<file path="config.mk">
export PLATFORM = sky130hd
export DESIGN_NAME = fcmd_decoder
export DESIGN_NICKNAME = d
export VERILOG_FILES = /design/src/rtl/fcmd_pkg.sv /design/src/rtl/fcmd_pattern_fsm.sv /design/src/rtl/fcmd_holdoff.sv /design/src/rtl/fcmd_strobe_reg.sv /design/src/rtl/fcmd_decoder.sv
export SDC_FILE = /design/constraint.sdc
export NUM_CORES = 1
export LEC_CHECK = 0
export BUFFER_PORTS_ARGS = -buffer_cell sky130_fd_sc_hd__buf_4
export CAP_MARGIN = 5
export CELL_PAD_IN_SITES_DETAIL_PLACEMENT = 1
export CELL_PAD_IN_SITES_GLOBAL_PLACEMENT = 2
export CORE_MARGIN = 4
export CORE_UTILIZATION = 26
export CTS_CLUSTER_SIZE = 14
export DETAILED_ROUTE_END_ITERATION = 12
export GPL_TIMING_DRIVEN = 0
export PLACE_DENSITY = 0.77
export SYNTH_ARGS = -nofsm -noshare
export SYNTH_HDL_FRONTEND = slang
export SYNTH_SLANG_ARGS = --single-unit
</file>
<file path="constraint.sdc">
create_clock -name clk -period 1.95 [get_ports clk]
set_clock_uncertainty 0.15 [all_clocks]
set_input_delay 0.2925 -clock clk [delete_from_list [all_inputs] [get_ports clk]]
set_output_delay 0.2925 -clock clk [all_outputs]
set_load 0.05 [all_outputs]
</file>
<file path="src/rtl/fcmd_pkg.sv">
package fcmd_pkg;

    typedef enum logic [1:0] {
        ST_IDLE    = 2'd0,
        ST_LEAD    = 2'd1,
        ST_LEAD_Z  = 2'd2
    } dec_state_e;

    typedef enum logic [1:0] {
        KIND_NONE = 2'd0,
        KIND_TRIG = 2'd1,
        KIND_RST  = 2'd2,
        KIND_CAL  = 2'd3
    } cmd_kind_e;

    typedef struct packed {
        logic trig;
        logic rstcmd;
        logic cal;
        logic drop;
    } strobe_t;

    localparam strobe_t STROBE_IDLE = '{trig: 1'b0, rstcmd: 1'b0, cal: 1'b0, drop: 1'b0};

    // Map a decided command onto strobe lines, diverting triggers while held off.
    function automatic strobe_t kind_to_strobe(cmd_kind_e kind, logic held);
        strobe_t s;
        s = STROBE_IDLE;
        case (kind)
            KIND_TRIG: begin
                s.trig = !held;
                s.drop = held;
            end
            KIND_RST: s.rstcmd = 1'b1;
            KIND_CAL: s.cal    = 1'b1;
            default:  s        = STROBE_IDLE;
        endcase
        return s;
    endfunction

endpackage

</file>
<file path="src/rtl/fcmd_pattern_fsm.sv">
module fcmd_pattern_fsm
    import fcmd_pkg::*;
(
    input  logic      clk,
    input  logic      rst,
    input  logic      bit_i,
    output cmd_kind_e kind_o,
    output logic      busy_o
);

    dec_state_e state_q;
    dec_state_e state_d;

    always_comb begin
        state_d = state_q;
        kind_o  = KIND_NONE;
        case (state_q)
            ST_IDLE: begin
                if (bit_i) state_d = ST_LEAD;
            end
            ST_LEAD: begin
                if (bit_i) begin
                    kind_o  = KIND_CAL;
                    state_d = ST_IDLE;
                end else begin
                    state_d = ST_LEAD_Z;
                end
            end
            ST_LEAD_Z: begin
                kind_o  = bit_i ? KIND_RST : KIND_TRIG;
                state_d = ST_IDLE;
            end
            default: state_d = ST_IDLE;
        endcase
    end

    always_ff @(posedge clk) begin
        if (rst) state_q <= ST_IDLE;
        else     state_q <= state_d;
    end

    assign busy_o = (state_q != ST_IDLE);

endmodule

</file>
<file path="src/rtl/fcmd_holdoff.sv">
module fcmd_holdoff #(
    parameter int HOLD_W = 8
) (
    input  logic              clk,
    input  logic              rst,
    input  logic              load_i,
    input  logic [HOLD_W-1:0] len_i,
    output logic              active_o
);

    logic [HOLD_W-1:0] remain_q;

    always_ff @(posedge clk) begin
        if (rst)                   remain_q <= '0;
        else if (load_i)           remain_q <= len_i;
        else if (remain_q != '0)   remain_q <= remain_q - 1'b1;
    end

    assign active_o = (remain_q != '0);

endmodule

</file>
<file path="src/rtl/fcmd_strobe_reg.sv">
module fcmd_strobe_reg
    import fcmd_pkg::*;
(
    input  logic    clk,
    input  logic    rst,
    input  strobe_t strobe_d,
    input  logic    busy_d,
    output strobe_t strobe_q,
    output logic    busy_q
);

    always_ff @(posedge clk) begin
        if (rst) strobe_q <= STROBE_IDLE;
        else     strobe_q <= strobe_d;
    end

    assign busy_q = busy_d;

endmodule

</file>
<file path="src/rtl/fcmd_decoder.sv">
module fcmd_decoder
    import fcmd_pkg::*;
#(
    parameter int HOLD_W = 8
) (
    input  logic              clk,
    input  logic              rst,
    input  logic              cmd_i,
    input  logic [HOLD_W-1:0] hold_len_i,
    output logic              trig_o,
    output logic              rstcmd_o,
    output logic              cal_o,
    output logic              trig_drop_o,
    output logic              busy_o
);

    cmd_kind_e kind;
    logic      fsm_busy;
    logic      held;
    strobe_t   strobe_next;
    strobe_t   strobe_now;

    fcmd_pattern_fsm u_fsm (
        .clk    (clk),
        .rst    (rst),
        .bit_i  (cmd_i),
        .kind_o (kind),
        .busy_o (fsm_busy)
    );

    fcmd_holdoff #(.HOLD_W(HOLD_W)) u_hold (
        .clk      (clk),
        .rst      (rst),
        .load_i   (kind == KIND_RST),
        .len_i    (hold_len_i),
        .active_o (held)
    );

    assign strobe_next = kind_to_strobe(kind, held);

    fcmd_strobe_reg u_out (
        .clk      (clk),
        .rst      (rst),
        .strobe_d (strobe_next),
        .busy_d   (fsm_busy),
        .strobe_q (strobe_now),
        .busy_q   (busy_o)
    );

    assign trig_o      = strobe_now.trig;
    assign rstcmd_o    = strobe_now.rstcmd;
    assign cal_o       = strobe_now.cal;
    assign trig_drop_o = strobe_now.drop;

endmodule

</file>
-- Word-level counts from Yosys, hierarchy flattened
Cells that the tools add are included.
- register bits after elaboration: 14
- input port bits: 11
- output and inout port bits: 5
- add/subtract/negate cells: 1
- equal/unequal tests: 6
- mux-type cells: 10
- bitwise operators: 1
- reductions and logical operators: 6
- operators with widths (kind ; number):
    $mux W8 ; 2
    $mux W2 ; 4
    $pmux W2 S2 ; 2
    $reduce_bool A8 Y1 ; 1
    $sub A8 B1 Y8 const B ; 1
    $eq A2 B2 Y1 const B ; 3
    $eq A2 B1 Y1 const B ; 2
    $reduce_bool A2 Y1 ; 2
    $logic_not A2 Y1 ; 1
    $mux W1 ; 2
    $ne A2 B2 Y1 const B ; 1
    $reduce_or A2 Y1 ; 1
    $logic_not A1 Y1 ; 1
    $not A1 Y1 ; 1

-- Depth between registers and ports, before layout
Gate-level depths: netlist of run 1.
- depth after elaboration: 5
- gate-level depth with buffers: 7
- depth with buffers taken out: 6

-- By module
Synthesis of run 1 repeated with hierarchy kept, for this count alone.
- cell total of the unflattened synthesis: 85
- area total of the unflattened synthesis: 794.5 sq um
- by module, submodules not included (module ; times used ; cells an instance ; area an instance (sq um) ; seq. area each (sq um)):
    fcmd_holdoff ; 1 ; 54 ; 479.2 ; 160.2
    fcmd_pattern_fsm ; 1 ; 18 ; 167.7 ; 40.0
    fcmd_strobe_reg ; 1 ; 9 ; 112.6 ; 80.1
    fcmd_decoder ; 1 ; 4 ; 35.0 ; 0.0

-- Worst setup path before layout of run 1
OpenSTA, ideal clock, no wires.
- path type: reg-to-reg
- start point: register u_hold.remain_q[0]
- end point: register u_hold.remain_q[6]
- setup time: 0.091 ns
- data arrival time: 1.767 ns
- data required time: 1.709 ns
- slack: -0.058 ns
- stages on the path, launching flop included: 6
- cell sequence: dfxtp_1 inv_1 ha_1 or4b_4 or4b_1 a311oi_1
- word-level cells in the longest chain between the ends: 3
- elaborated cells on any way between the ends: 5
- classes of those cells: 1 x add/sub; 2 x mux; 2 x reduce/logical
- ends and longest elaborated chain (what ; RTL line ; text):
    from (decl) ; fcmd_holdoff.sv:11 ; logic [HOLD_W-1:0] remain_q;
    from (signal assigned) ; fcmd_holdoff.sv:15 ; else if (load_i) remain_q <= len_i;
    from (signal assigned) ; fcmd_holdoff.sv:16 ; else if (remain_q != '0) remain_q <= remain_q - 1'b1;
    $sub A8 B1 Y8 ; fcmd_holdoff.sv:16 ;
    $mux W8 ; fcmd_holdoff.sv:16 ;
    $mux W8 ; fcmd_holdoff.sv:15 ;
Several ways; a longest one is shown, not always the timed one. The select of a mux whose other input is x is not followed.
A chain may end at the register's enable or synchronous reset.

-- Final worst setup path of run 1
- start point: register u_hold.remain_q[1]
- end point: register u_hold.remain_q[6]
Same word-level chain as after synthesis.

==> results of run 1 <==
==> logic make-up (layout without fill, tap and decap cells) <==
| family | count (synthesis) | count (layout) | share of synthesized area (%) |
|---|---|---|---|
| buffers and inverters | 8 | 32 | 4.47 |
| and+or+nand+nor | 34 | 34 | 27.6 |
| AOI/OAI and AO/OA | 14 | 14 | 13.2 |
| muxes | 2 | 2 | 2.98 |
| DFF | 14 | 14 | 41.7 |
| adders and majority gates | 4 | 4 | 7.45 |
| xor gates and xnor gates | 2 | 2 | 2.61 |
==> critical path, cell delays in order (launching register included) <==
cell	delay [ns]
dfxtp_4	0.37
inv_4	0.06
ha_4	0.13
or4b_4	0.45
or4b_1	0.47
a311oi_1	0.26
==> layer usage <==
layer / global-route usage (%) / part of all wire (%) / up-vias
met5: 0 / 0 / -
met4: 7.77 / 3.1 / 0
met3: 3.07 / 4.2 / 5
met2: 20.5 / 47 / 12
met1: 14.9 / 46 / 290
li1: - / - / 327
==> layout by cell type, fill, tap and decap left out <==
master	n
and2_1	1
or4b_1	1
a211oi_1	1
clkbuf_1	1
dfxtp_1	12
nor3_1	4
nor2_1	13
dfxtp_2	1
nand2_1	5
or4_2	1
nor4_2	1
clkbuf_4	3
o22ai_1	1
inv_1	4
nand4b_1	1
xnor2_1	2
nand2b_1	4
ha_4	1
a31oi_1	1
o32ai_1	1
inv_4	1
a311oi_1	2
o31ai_1	1
ha_1	3
nor4b_2	1
and4b_1	1
a21oi_1	3
dfxtp_4	1
inv_2	1
o21ai_0	4
buf_4	21
mux2i_1	2
or4b_4	1
clkbuf_2	1
==> how the worst max path moves through the flow <==
stage	startpoint	end	slack, ns	depth (start not counted)
global placement	u_hold.remain_q[1]	u_hold.remain_q[6]	-0.07	5
detailed placement	u_hold.remain_q[1]	u_hold.remain_q[6]	-0.09	5
finish	u_hold.remain_q[1]	u_hold.remain_q[6]	-0.03	5
global route	u_hold.remain_q[1]	u_hold.remain_q[6]	-0.08	5
CTS	u_hold.remain_q[0]	u_hold.remain_q[6]	-0.06	5
floorplan	u_hold.remain_q[1]	u_hold.remain_q[6]	0.02	5
==> what timing repair did <==
| action | CTS | global route |
|---|---|---|
| pin swaps | 3 | 3 |
| setup buffers | 6 | 0 |
| resized for setup | 4 | 6 |
| endpoints found under the setup margin | 2 | 8 |
==> registers in the layout (all words and copies together) (netlist names) <==
name and cells:
u_fsm.state_q 2, u_hold.remain_q 8, u_out.strobe_q 4
==> cell type report <==
cell class | instances | area [sq um]
Buffer | 2 | 8.76
Clock buffer | 3 | 22.5
Fill cell | 318 | 1550
Inverter | 6 | 25.0
Multi-Input combinational cell | 56 | 387
Sequential cell | 14 | 285
Tap cell | 30 | 37.5
Timing Repair Buffer | 21 | 158
==> per-stage QoR <==
step	std cells	setup slack (ns)	power, mW	cell area [sq um]
after floorplan	78	0.0157	0.748	674
after global placement	123	-0.0706	0.841	825
after detailed placement	123	-0.0941	0.851	825
after CTS	132	-0.0608	1.13	905
after global routing	132	-0.0826	1.28	923
final	132	-0.0276	1.18	923
==> power by group through the flow <==
| stage | clock (mW) | sequential [mW] | combinational, mW |
|---|---|---|---|
| after floorplan | 0 | 0.397 | 0.352 |
| after detailed placement | 0 | 0.414 | 0.438 |
| after CTS | 0.172 | 0.412 | 0.549 |
| after global placement | 0 | 0.410 | 0.432 |
| final | 0.169 | 0.426 | 0.586 |
| after global routing | 0.184 | 0.438 | 0.660 |
==> metrics.md, run 1 <==
| Metric | Value |
|---|---|
| DPL Wire Length | `~1.2 mm` |
| Via count | `634` |
| I/O Buffers | `15` |
| Final max-slew violation count | `0` |
| Total wire length | `about 1.8 mm` |
| Sequential Power Share | `36.0%` |
| Seq cells post-synth | `14` |
| Ys Warns | `0` |
| Drt wl/cell | `~14 microns` |
| Failing checks | `setup timing` |
| Fmax | `506 MHz` |
| Distinct cells, synth | `26` |
| Count leader, synth | `dfxtp_1` |
| Core area | `2480 sq um` |
| Vias in the first global route | `714` |
| Largest net degree at the start of global routing | `11` |
| Final WS setup | `-0.0276 ns` |
| Max clock buf depth | `2` |
| Post-route ant nets | `0` |
| CTS tree | `yes` |
| HP Class | `in2reg` |
| Routability cong. | `0.717` |
| Hold Path Origin | `hold_len_i[7]` |
| Top area cells in the synthesized netlist | `dfxtp_1 (42%), ha_1 (7.4%), nor2_1 (7.3%), nand2b_1 (3.7%), inv_1 (3.4%)` |
| Clk pin slew, worst setup/hold paths | `~0.080 ns` |
| FF-to-FF path depth | `5` |
| Max H-tree Level | `1` |
| Syn-to-layout area delta | `37.4%` |
| GRT overflow | `0` |
| Post-synth EDFFs | `0` |
| Root buf cell | `clkbuf_4` |
| PwrDens | `1280 nW/um^2` |
| Initial core utilization | `27.1%` |
| Cells after Synth | `78` |
| Drt first pass iters | `3` |
| Die ar. | `around 3500 sq um` |
| Combinational power share | `about half` |
| R2R Setup Slk | `-0.03 ns` |
| Seq/Total Area, Yosys | `41.7%` |
| Internal power | `roughly 740 uW` |
| Die Height | `58.8 microns` |
| Post-route DRC | `0` |
| Worst slew pin tran | `0.454 ns` |
| CP Capture Type | `flip-flop` |
| Syn_area_per_cell | `8.61 sq um` |
| Unrepaired setup endpoints after global routing | `yes` |
| Hold Vio Cnt, Final | `0` |
| Critical path class | `reg2reg` |
| Finished Core Util | `37.3%` |
| GRT Resource Usage Total | `approximately an eighth` |
| Max VDD drop | `0.000401 V` |
| Clk network pwr share | `between 10 and 15%` |
| Die width | `58.8 microns` |
| # rows | `18` |
| DRT iter0 DRCs | `6` |
| Final Setup Violations | `1` |
| Relative slew slack | `69.7%` |
| Reg2reg end | `u_hold.remain_q[6]` |
| Status | `complete, but fails checks` |
| Syn_nets | `93` |
| Worst r2r src | `u_hold.remain_q[1]` |
| Dominant cell type by area after synthesis | `dfxtp_1` |
| Hold Crit Depth | `3` |
| Via density | `between 4 and 5` |
| First-pass GRT wire length | `3.29 mm` |
| Final period util | `101%` |
| Layout cells sized above 1 | `between 30% and 40%` |
| Leak Pwr | `0.392 nW` |
| Post-Syn Area | `672 sq um` |
| Final nets | `119` |
| Post-synth top cells | `dfxtp_1 (14), nor2_1 (13), inv_1 (6)` |
| ANT cells | `0` |
| Worst-Skew Late Latency | `~0.29 ns` |
| Worst EP required | `2.00 ns` |
| Switching share of power | `37.2%` |
| Final min period | `between 1.5 and 2 ns` |
| Crit Path Max Fanout | `4` |
| Ports | `16` |
| WHS | `0.0450 ns` |
| Hold Path End | `u_hold.remain_q[7]` |
| CTS Buf Count | `3` |
| CP startpoint kind | `flip-flop` |
| Antenna violations before repair | `0` |
| Synth async-reset ratio | `0%` |
| Hold_buf cts | `0` |
| Total net switching power | `439 uW` |
| TNS Setup | `-0.0276 ns` |
| Most used DFF post-synth | `dfxtp_1` |
| Top cell type's share of synthesized area | `around two fifths` |
| Max-capacitance violation count | `0` |
| Worst EP arrival | `2.03 ns` |
| Clk sinks | `14` |
No activity file was read; power rests on OpenSTA's default activity.
==> run 2: changes to the inputs <==
--- a/config.mk
+++ b/config.mk
@@ -10,11 +10,12 @@
 export CELL_PAD_IN_SITES_DETAIL_PLACEMENT = 1
 export CELL_PAD_IN_SITES_GLOBAL_PLACEMENT = 2
 export CORE_MARGIN = 4
-export CORE_UTILIZATION = 26
+export CORE_UTILIZATION = 28
+export CTS_BUF_LIST = sky130_fd_sc_hd__clkbuf_8
 export CTS_CLUSTER_SIZE = 14
 export DETAILED_ROUTE_END_ITERATION = 12
 export GPL_TIMING_DRIVEN = 0
-export PLACE_DENSITY = 0.77
+export PLACE_DENSITY = 0.82
 export SYNTH_ARGS = -nofsm -noshare
 export SYNTH_HDL_FRONTEND = slang
 export SYNTH_SLANG_ARGS = --single-unit
==> metrics.md, run 2 (synthesis gave the netlist of run 1 again) <==
| Metric | Value |
|---|---|
| Routability cong. | `0.751 (+4.8%)` |
| Critical path's slowest cell | `or4b_1` |
| Clk pin slew, worst setup/hold paths | `0.06 ns (-0.02 ns)` |
| CTS Buf Count | `3 (unchanged)` |
| Drt first pass iters | `4 (+1)` |
| Final Setup Violations | `1 (unchanged)` |
| Hold_buf cts | `0 (unchanged)` |
| CP startpoint kind | `flip-flop` |
| Unrepaired setup endpoints after global routing | `yes` |
| Worst EP required | `1.96 ns (-0.04 ns)` |
| ANT cells | `0 (unchanged)` |
| Dpl cell area | `822 sq um (-0.30%)` |
| Via count | `628 (-0.95%)` |
| Initial core utilization | `29.8% (+2.7 points)` |
| Crit path cell chain | `inv_2 > ha_4 > or4b_4 > or4b_1 > a311oi_1` |
| Top Family by Delay on Critical Path | `simple AND/OR/NAND/NOR gates` |
| Final Cell Area | `941 sq um (+1.9%)` |
| DPL Wire Length | `1.20 mm (-1.3%)` |
| CP Capture Type | `flip-flop` |
| # rows | `17 (-1)` |
| Worst slew pin tran | `0.474 ns (+0.0200 ns)` |
| Vias in the first global route | `698 (-2.2%)` |
| CP bufs+invs | `1 (unchanged)` |
| Post-route ant nets | `0 (unchanged)` |
| Largest net degree at the start of global routing | `11 (unchanged)` |
| Antenna violations before repair | `0 (unchanged)` |
| HP Class | `in2reg` |
| First-pass GRT wire length | `3.01 mm (-8.6%)` |
| Max H-tree Level | `1 (unchanged)` |
| Critical path depth | `5 (unchanged)` |
| Total wire length | `1.75 mm (-2.2%)` |
| Status | `complete, but fails checks` |
| Max FFs per register | `8 (unchanged)` |
| Fmax | `507 MHz (+0.33%)` |
| Layout cells sized above 1 | `33.3% (unchanged)` |
| Final min period | `1.97 ns (-0.00648 ns)` |
| CP max stage delay | `0.47 ns (about the same)` |
| Most frequent cells in the layout | `buf_4 (20), nor2_1 (13), dfxtp_1 (12)` |
| Clk sinks | `14 (unchanged)` |
| DRT iter0 DRCs | `8 (+2)` |
| Max-capacitance violation count | `0 (unchanged)` |
| Via density | `4.83 (+0.58%)` |
| Worst-Skew Late Latency | `0.25 ns (-0.04 ns)` |
| Max VDD drop | `0.000474 V (+18%)` |
| Hold Vio Cnt, Final | `0 (unchanged)` |
| Relative slew slack | `68.4% (-1.3 points)` |
| Root buf cell | `clkbuf_8` |
| GRT Resource Usage Total | `11.7% (-0.92 points)` |
| CTS tree | `yes` |
| Worst EP arrival | `1.98 ns (-0.05 ns)` |
| Final max-slew violation count | `0 (unchanged)` |
| GRT overflow | `0 (unchanged)` |
| Failing checks | `setup timing` |
| Ports | `16 (unchanged)` |
| Regs by FF count | `u_hold.remain_q (8), u_out.strobe_q (4), u_fsm.state_q (2)` |
| Commonest non-fill, non-tap cell in the layout | `buf_4` |
| Pre-CTS setup slack | `-0.109 ns (-0.0145 ns)` |
| I/O Buffers | `15 (unchanged)` |
| Die Height | `57.0 microns (-3.1%)` |
| Max clock buf depth | `2 (unchanged)` |
| Post-route DRC | `0 (unchanged)` |
| PwrDens | `1360 nW/um^2 (+6.2%)` |
| Final nets | `118 (-0.84%)` |
| Critical path class | `reg2reg` |
| Die ar. | `3250 sq um (-6.2%)` |
| FF-to-FF path depth | `5 (unchanged)` |
| Final period util | `101% (-0.33 points)` |
| Die width | `57.0 microns (-3.1%)` |
| Hold Crit Depth | `3 (unchanged)` |
| Final WS setup | `-0.0211 ns (+0.00648 ns)` |
| Syn-to-layout area delta | `40.0%` |
| Largest Register | `u_hold.remain_q` |
| Leak Pwr | `0.401 nW (+2.1%)` |
| Crit Path Max Fanout | `4 (unchanged)` |
| Drt wl/cell | `13.5 microns (-0.73%)` |
| Core area | `2250 sq um (-9.0%)` |
-- run 2: cell count changes in the layout (fill, tap and decap cells not counted), sizes merged --
cell / delta
buf: -1
clkbuf: +1
-- run 2: layout make-up --
type | instances | area, sq um
Inverter | 6 | 22.5
Tap cell | 28 | 35.0
Timing Repair Buffer | 20 | 150
Buffer | 2 | 8.76
Multi-Input combinational cell | 56 | 387
Clock buffer | 4 | 55.1
Sequential cell | 14 | 283
Fill cell | 292 | 1310
-- run 2: final timing paths --
path	from	endpoint	slack (ns)
max	u_hold.remain_q[0]	u_hold.remain_q[6]	-0.02
max reg2reg	u_hold.remain_q[0]	u_hold.remain_q[6]	-0.02
min	hold_len_i[7]	u_hold.remain_q[7]	0.09
min reg2reg	u_fsm.state_q[0]	u_fsm.state_q[0]	0.37
-- run 2: metrics by stage --
| step | hold slack, ns | TNS (ns) | instances | utilization, % | power, mW |
|---|---|---|---|---|---|
| after floorplan | 0.222 | 0 | 78 | - | 0.748 |
| after global placement | 0.343 | -0.0604 | 121 | 36.5 | 0.840 |
| after detailed placement | 0.347 | -0.109 | 121 | 36.5 | 0.859 |
| after CTS | 0.0915 | -0.0233 | 129 | 40.8 | 1.24 |
| after global routing | 0.101 | -0.0962 | 130 | 41.7 | 1.38 |
| final | 0.0901 | -0.0211 | 130 | 41.7 | 1.28 |
-- run 2: timing repair --
| action | in CTS | in global routing |
|---|---|---|
| pin swaps | 2 | 1 |
| hold endpoints to repair | 0 | 0 |
| resized for setup | 4 | 4 |
| setup endpoints to repair | 2 | 7 |
| setup buffers | 4 | 1 |
-- run 2: metal layers --
| metal | global-route usage [%] | vias to the layer above | part of all wire (%) |
|---|---|---|---|
| li1 | - | 322 | - |
| met1 | 13.7 | 292 | 47 |
| met2 | 20.4 | 12 | 49 |
| met3 | 2.71 | 2 | 2.3 |
| met4 | 4.97 | 0 | 1.2 |
| met5 | 0 | - | 0 |
-- run 2: tightest hold or removal path, stage by stage --
cell	delay, ns
buf_4	0.08
nand2_1	0.03
o21ai_0	0.05
-- run 2: report_power, final --
part	switching [mW]	internal [mW]	total [mW]
logic	0.259	0.311	0.570
clock network	0.110	0.179	0.289
registers	0.0718	0.349	0.420
total	0.440	0.838	1.28
==> run 3: changes to the inputs <==
--- a/config.mk
+++ b/config.mk
@@ -5,12 +5,13 @@
 export SDC_FILE = /design/constraint.sdc
 export NUM_CORES = 1
 export LEC_CHECK = 0
+export ABC_CLOCK_PERIOD_IN_PS = 1950
 export BUFFER_PORTS_ARGS = -buffer_cell sky130_fd_sc_hd__buf_4
 export CAP_MARGIN = 5
 export CELL_PAD_IN_SITES_DETAIL_PLACEMENT = 1
 export CELL_PAD_IN_SITES_GLOBAL_PLACEMENT = 2
 export CORE_MARGIN = 4
-export CORE_UTILIZATION = 28
+export CORE_UTILIZATION = 30
 export CTS_BUF_LIST = sky130_fd_sc_hd__clkbuf_8
 export CTS_CLUSTER_SIZE = 14
 export DETAILED_ROUTE_END_ITERATION = 12
@@ -18,4 +19,5 @@
 export PLACE_DENSITY = 0.82
 export SYNTH_ARGS = -nofsm -noshare
 export SYNTH_HDL_FRONTEND = slang
+export SYNTH_HIERARCHICAL = 1
 export SYNTH_SLANG_ARGS = --single-unit
==> metrics.md, run 3 <==
| Metric | Value |
|---|---|
| Worst-Skew Late Latency | `0.24 ns (about the same)` |
| Unrepaired setup endpoints after global routing | `yes` |
| Post-synth top cells | `dfxtp_1 (14), ha_1 (7), inv_1 (7), nand2_1 (7)` |
| Filler cells | `301 (+3.1%)` |
| Max FFs per register | `8 (unchanged)` |
| Critical path's slowest cell | `or4_4` |
| Crit Path Max Fanout | `5 (+1)` |
| TNS Setup | `0 ns (+0.0211 ns)` |
| Root buf cell | `clkbuf_8` |
| Top cell type's share of synthesized area | `35.3% (-6.4 points)` |
| Critical path class | `reg2reg` |
| Finished Core Util | `43.0% (+1.3 points)` |
| Final max-slew violation count | `0 (unchanged)` |
| CTS Buf Count | `3 (unchanged)` |
| Layout cells sized above 1 | `43.6% (+10 points)` |
| Hold Vio Cnt, Final | `0 (unchanged)` |
| PwrDens | `1340 nW/um^2 (-1.4%)` |
| Post-synth EDFFs | `0 (unchanged)` |
| Max VDD drop | `0.000641 V (+35%)` |
| GRT Resource Usage Total | `11.6% (-0.088 points)` |
| I/O Buffers | `15 (unchanged)` |
| ANT cells | `0 (unchanged)` |
| Via density | `4.97 (+2.9%)` |
| Core area | `2500 sq um (+11%)` |
| Most Frequent Cell on Critical Path | `or4_4` |
| Syn_area_per_cell | `9.35 sq um (+8.5%)` |
| Relative slew slack | `68.9% (+0.53 points)` |
| Most used DFF post-synth | `dfxtp_1` |
| Drt first pass iters | `4 (unchanged)` |
| Crit path cell chain | `or4_4 > nor4b_4 > inv_2 > or4_4 > o211ai_2` |
| DPL Wire Length | `1.38 mm (+15%)` |
| Final min period | `1.95 ns (-0.0234 ns)` |
| Dominant cell type by area after synthesis | `dfxtp_1` |
| Max H-tree Level | `1 (unchanged)` |
| Distinct cells, synth | `35 (+35%)` |
| Largest net degree at the start of global routing | `12 (+1)` |
| Final Setup Violations | `0 (-1)` |
| Status | `complete, no violations` |
| Synth async-reset ratio | `0% (unchanged)` |
| Commonest non-fill, non-tap cell in the layout | `buf_4` |
| Ports | `16 (unchanged)` |
| CP startpoint kind | `flip-flop` |
| Top Family by Delay on Critical Path | `simple AND/OR/NAND/NOR gates` |
| CTS tree | `yes` |
| Post-route ant nets | `0 (unchanged)` |
| Drt wl/cell | `13.6 microns (+1.0%)` |
| Largest Register | `u_hold/remain_q` |
| CP bufs+invs | `1 (unchanged)` |
| Worst EP required | `1.97 ns (about the same)` |
| Post-route DRC | `0 (unchanged)` |
| Most frequent cells in the layout | `buf_4 (24), dfxtp_1 (9), nand2_1 (7), ha_1 (7)` |
| Worst EP arrival | `1.97 ns (about the same)` |
| Vias in the first global route | `710 (+1.7%)` |
| Syn_nets | `103 (+11%)` |
| Die width | `59.5 microns (+4.3%)` |
| Fmax | `513 MHz (+1.2%)` |
| Ys Warns | `6 (+6)` |
| Cells after Synth | `85 (+9.0%)` |
| Hold_buf cts | `0 (unchanged)` |
| GRT overflow | `0 (unchanged)` |
| Max-capacitance violation count | `0 (unchanged)` |
| Die Height | `59.5 microns (+4.3%)` |
| Initial core utilization | `31.8% (+2.0 points)` |
| Worst slew pin tran | `0.466 ns (-0.00798 ns)` |
| Regs by FF count | `u_hold/remain_q (8), u_out/strobe_q (4), u_fsm/state_q (2)` |
| Routability cong. | `0.826 (+10%)` |
| Final period util | `99.9% (-1.2 points)` |
| CP max stage delay | `0.55 ns (+0.08 ns)` |
| Final nets | `130 (+10%)` |
| Post-Syn Area | `795 sq um (+18%)` |
| # rows | `18 (+1)` |
| Via count | `696 (+11%)` |
| Total wire length | `1.90 mm (+8.8%)` |
| Antenna violations before repair | `0 (unchanged)` |
| CP Capture Type | `flip-flop` |
| Clk pin slew, worst setup/hold paths | `0.06 ns (about the same)` |
| Clk sinks | `14 (unchanged)` |
| Seq/Total Area, Yosys | `35.3% (-6.4 points)` |
| HP Class | `in2reg` |
| Max clock buf depth | `2 (unchanged)` |
| First-pass GRT wire length | `3.08 mm (+2.5%)` |
| Die ar. | `3540 sq um (+8.9%)` |
| Leak Pwr | `0.473 nW (+18%)` |
| Count leader, synth | `dfxtp_1` |
| Syn-to-layout area delta | `35.4%` |
| Seq cells post-synth | `14 (unchanged)` |
| DRT iter0 DRCs | `12 (+4)` |
| Top area cells in the synthesized netlist | `dfxtp_1 (35%), ha_1 (11%), nor2b_1 (3.9%), inv_1 (3.3%), nand2_1 (3.3%)` |
-- run 3: cell count changes after synthesis, sizes merged, moves of 3 or more --
| cell | previous run | this run |
|---|---|---|
| o21ai | 4 | 1 |
| nor2b | 0 | 5 |
| nor3 | 4 | 1 |
| nor2 | 13 | 2 |
| ha | 4 | 7 |
| nand2b | 4 | 0 |
| inv | 6 | 9 |
-- run 3: logic make-up after synthesis --
family | share of synthesized area (%)
xor gates and xnor gates | 4.41
adders and majority gates | 11.0
buffers and inverters | 6.14
AOI/OAI and AO/OA | 13.5
DFF | 35.3
muxes | 5.35
and+or+nand+nor | 24.3
-- run 3: where the power goes --
| group | internal [mW] | leakage (nW) | switching, mW | total [mW] |
|---|---|---|---|---|
| clock network | 0.136 | 0.0216 | 0.0951 | 0.231 |
| registers | 0.368 | 0.117 | 0.0779 | 0.446 |
| logic | 0.435 | 0.334 | 0.331 | 0.765 |
| total | 0.939 | 0.473 | 0.504 | 1.44 |
-- run 3: area by class of cell --
cell class / count / area, sq um / share of cell area (%)
clock buffer: 3 / 41.3 / 3.84
sequential: 14 / 287 / 26.6
timing repair buffer: 23 / 173 / 16.0
buffer: 2 / 11.3 / 1.05
tap: 30 / 37.5 / 3.49
inverter: 9 / 33.8 / 3.14
multi-input combinational: 59 / 493 / 45.8
-- run 3: path summary, 6_finish.rpt --
| kind | start | end | slack, ns | depth (start not counted) |
|---|---|---|---|---|
| worst min-delay path | cmd_i | u_fsm/state_q[1] | 0.10 | 2 |
| worst max register to register | u_hold/remain_q[4] | u_hold/remain_q[0] | 0.002 | 5 |
| worst min register to register | u_fsm/state_q[1] | u_fsm/state_q[1] | 0.34 | 2 |
| worst max-delay path | u_hold/remain_q[4] | u_hold/remain_q[0] | 0.002 | 5 |
-- run 3: timing repair --
item                       4_1_cts  5_1_grt
pin swaps                        3        3
setup endpoints to repair        6       10
setup buffers                    6        2
resized for setup                6        4
-- run 3: layer usage --
metal	wire [microns]	vias to the layer above	track usage (%)	share of wire [%]
li1	-	347	-	-
met1	857	341	13.9	45
met2	997	6	19.7	52
met3	34	2	2.83	1.8
met4	12	0	4.85	0.63
met5	0	-	0	0
-- run 3: per-stage QoR --
step                std cells  hold WS (ns)  power [mW]  cell area [sq um]  worst slack, ns
floorplan                  85         0.204       0.898                802          -0.0231
global placement          130         0.333        1.01                952           -0.164
detailed placement        130         0.353        1.02                952           -0.147
CTS                       138        0.0991        1.39               1050          -0.0505
global route              140         0.101        1.56               1080          -0.0859
finish                    140         0.102        1.44               1080          0.00230
-- run 3: worst register-to-register path: stages, from the launching register on --
cell and delay (ns):
dfxtp_2 0.31, or4_4 0.55, nor4b_4 0.27, inv_2 0.11, or4_4 0.42, o211ai_2 0.07
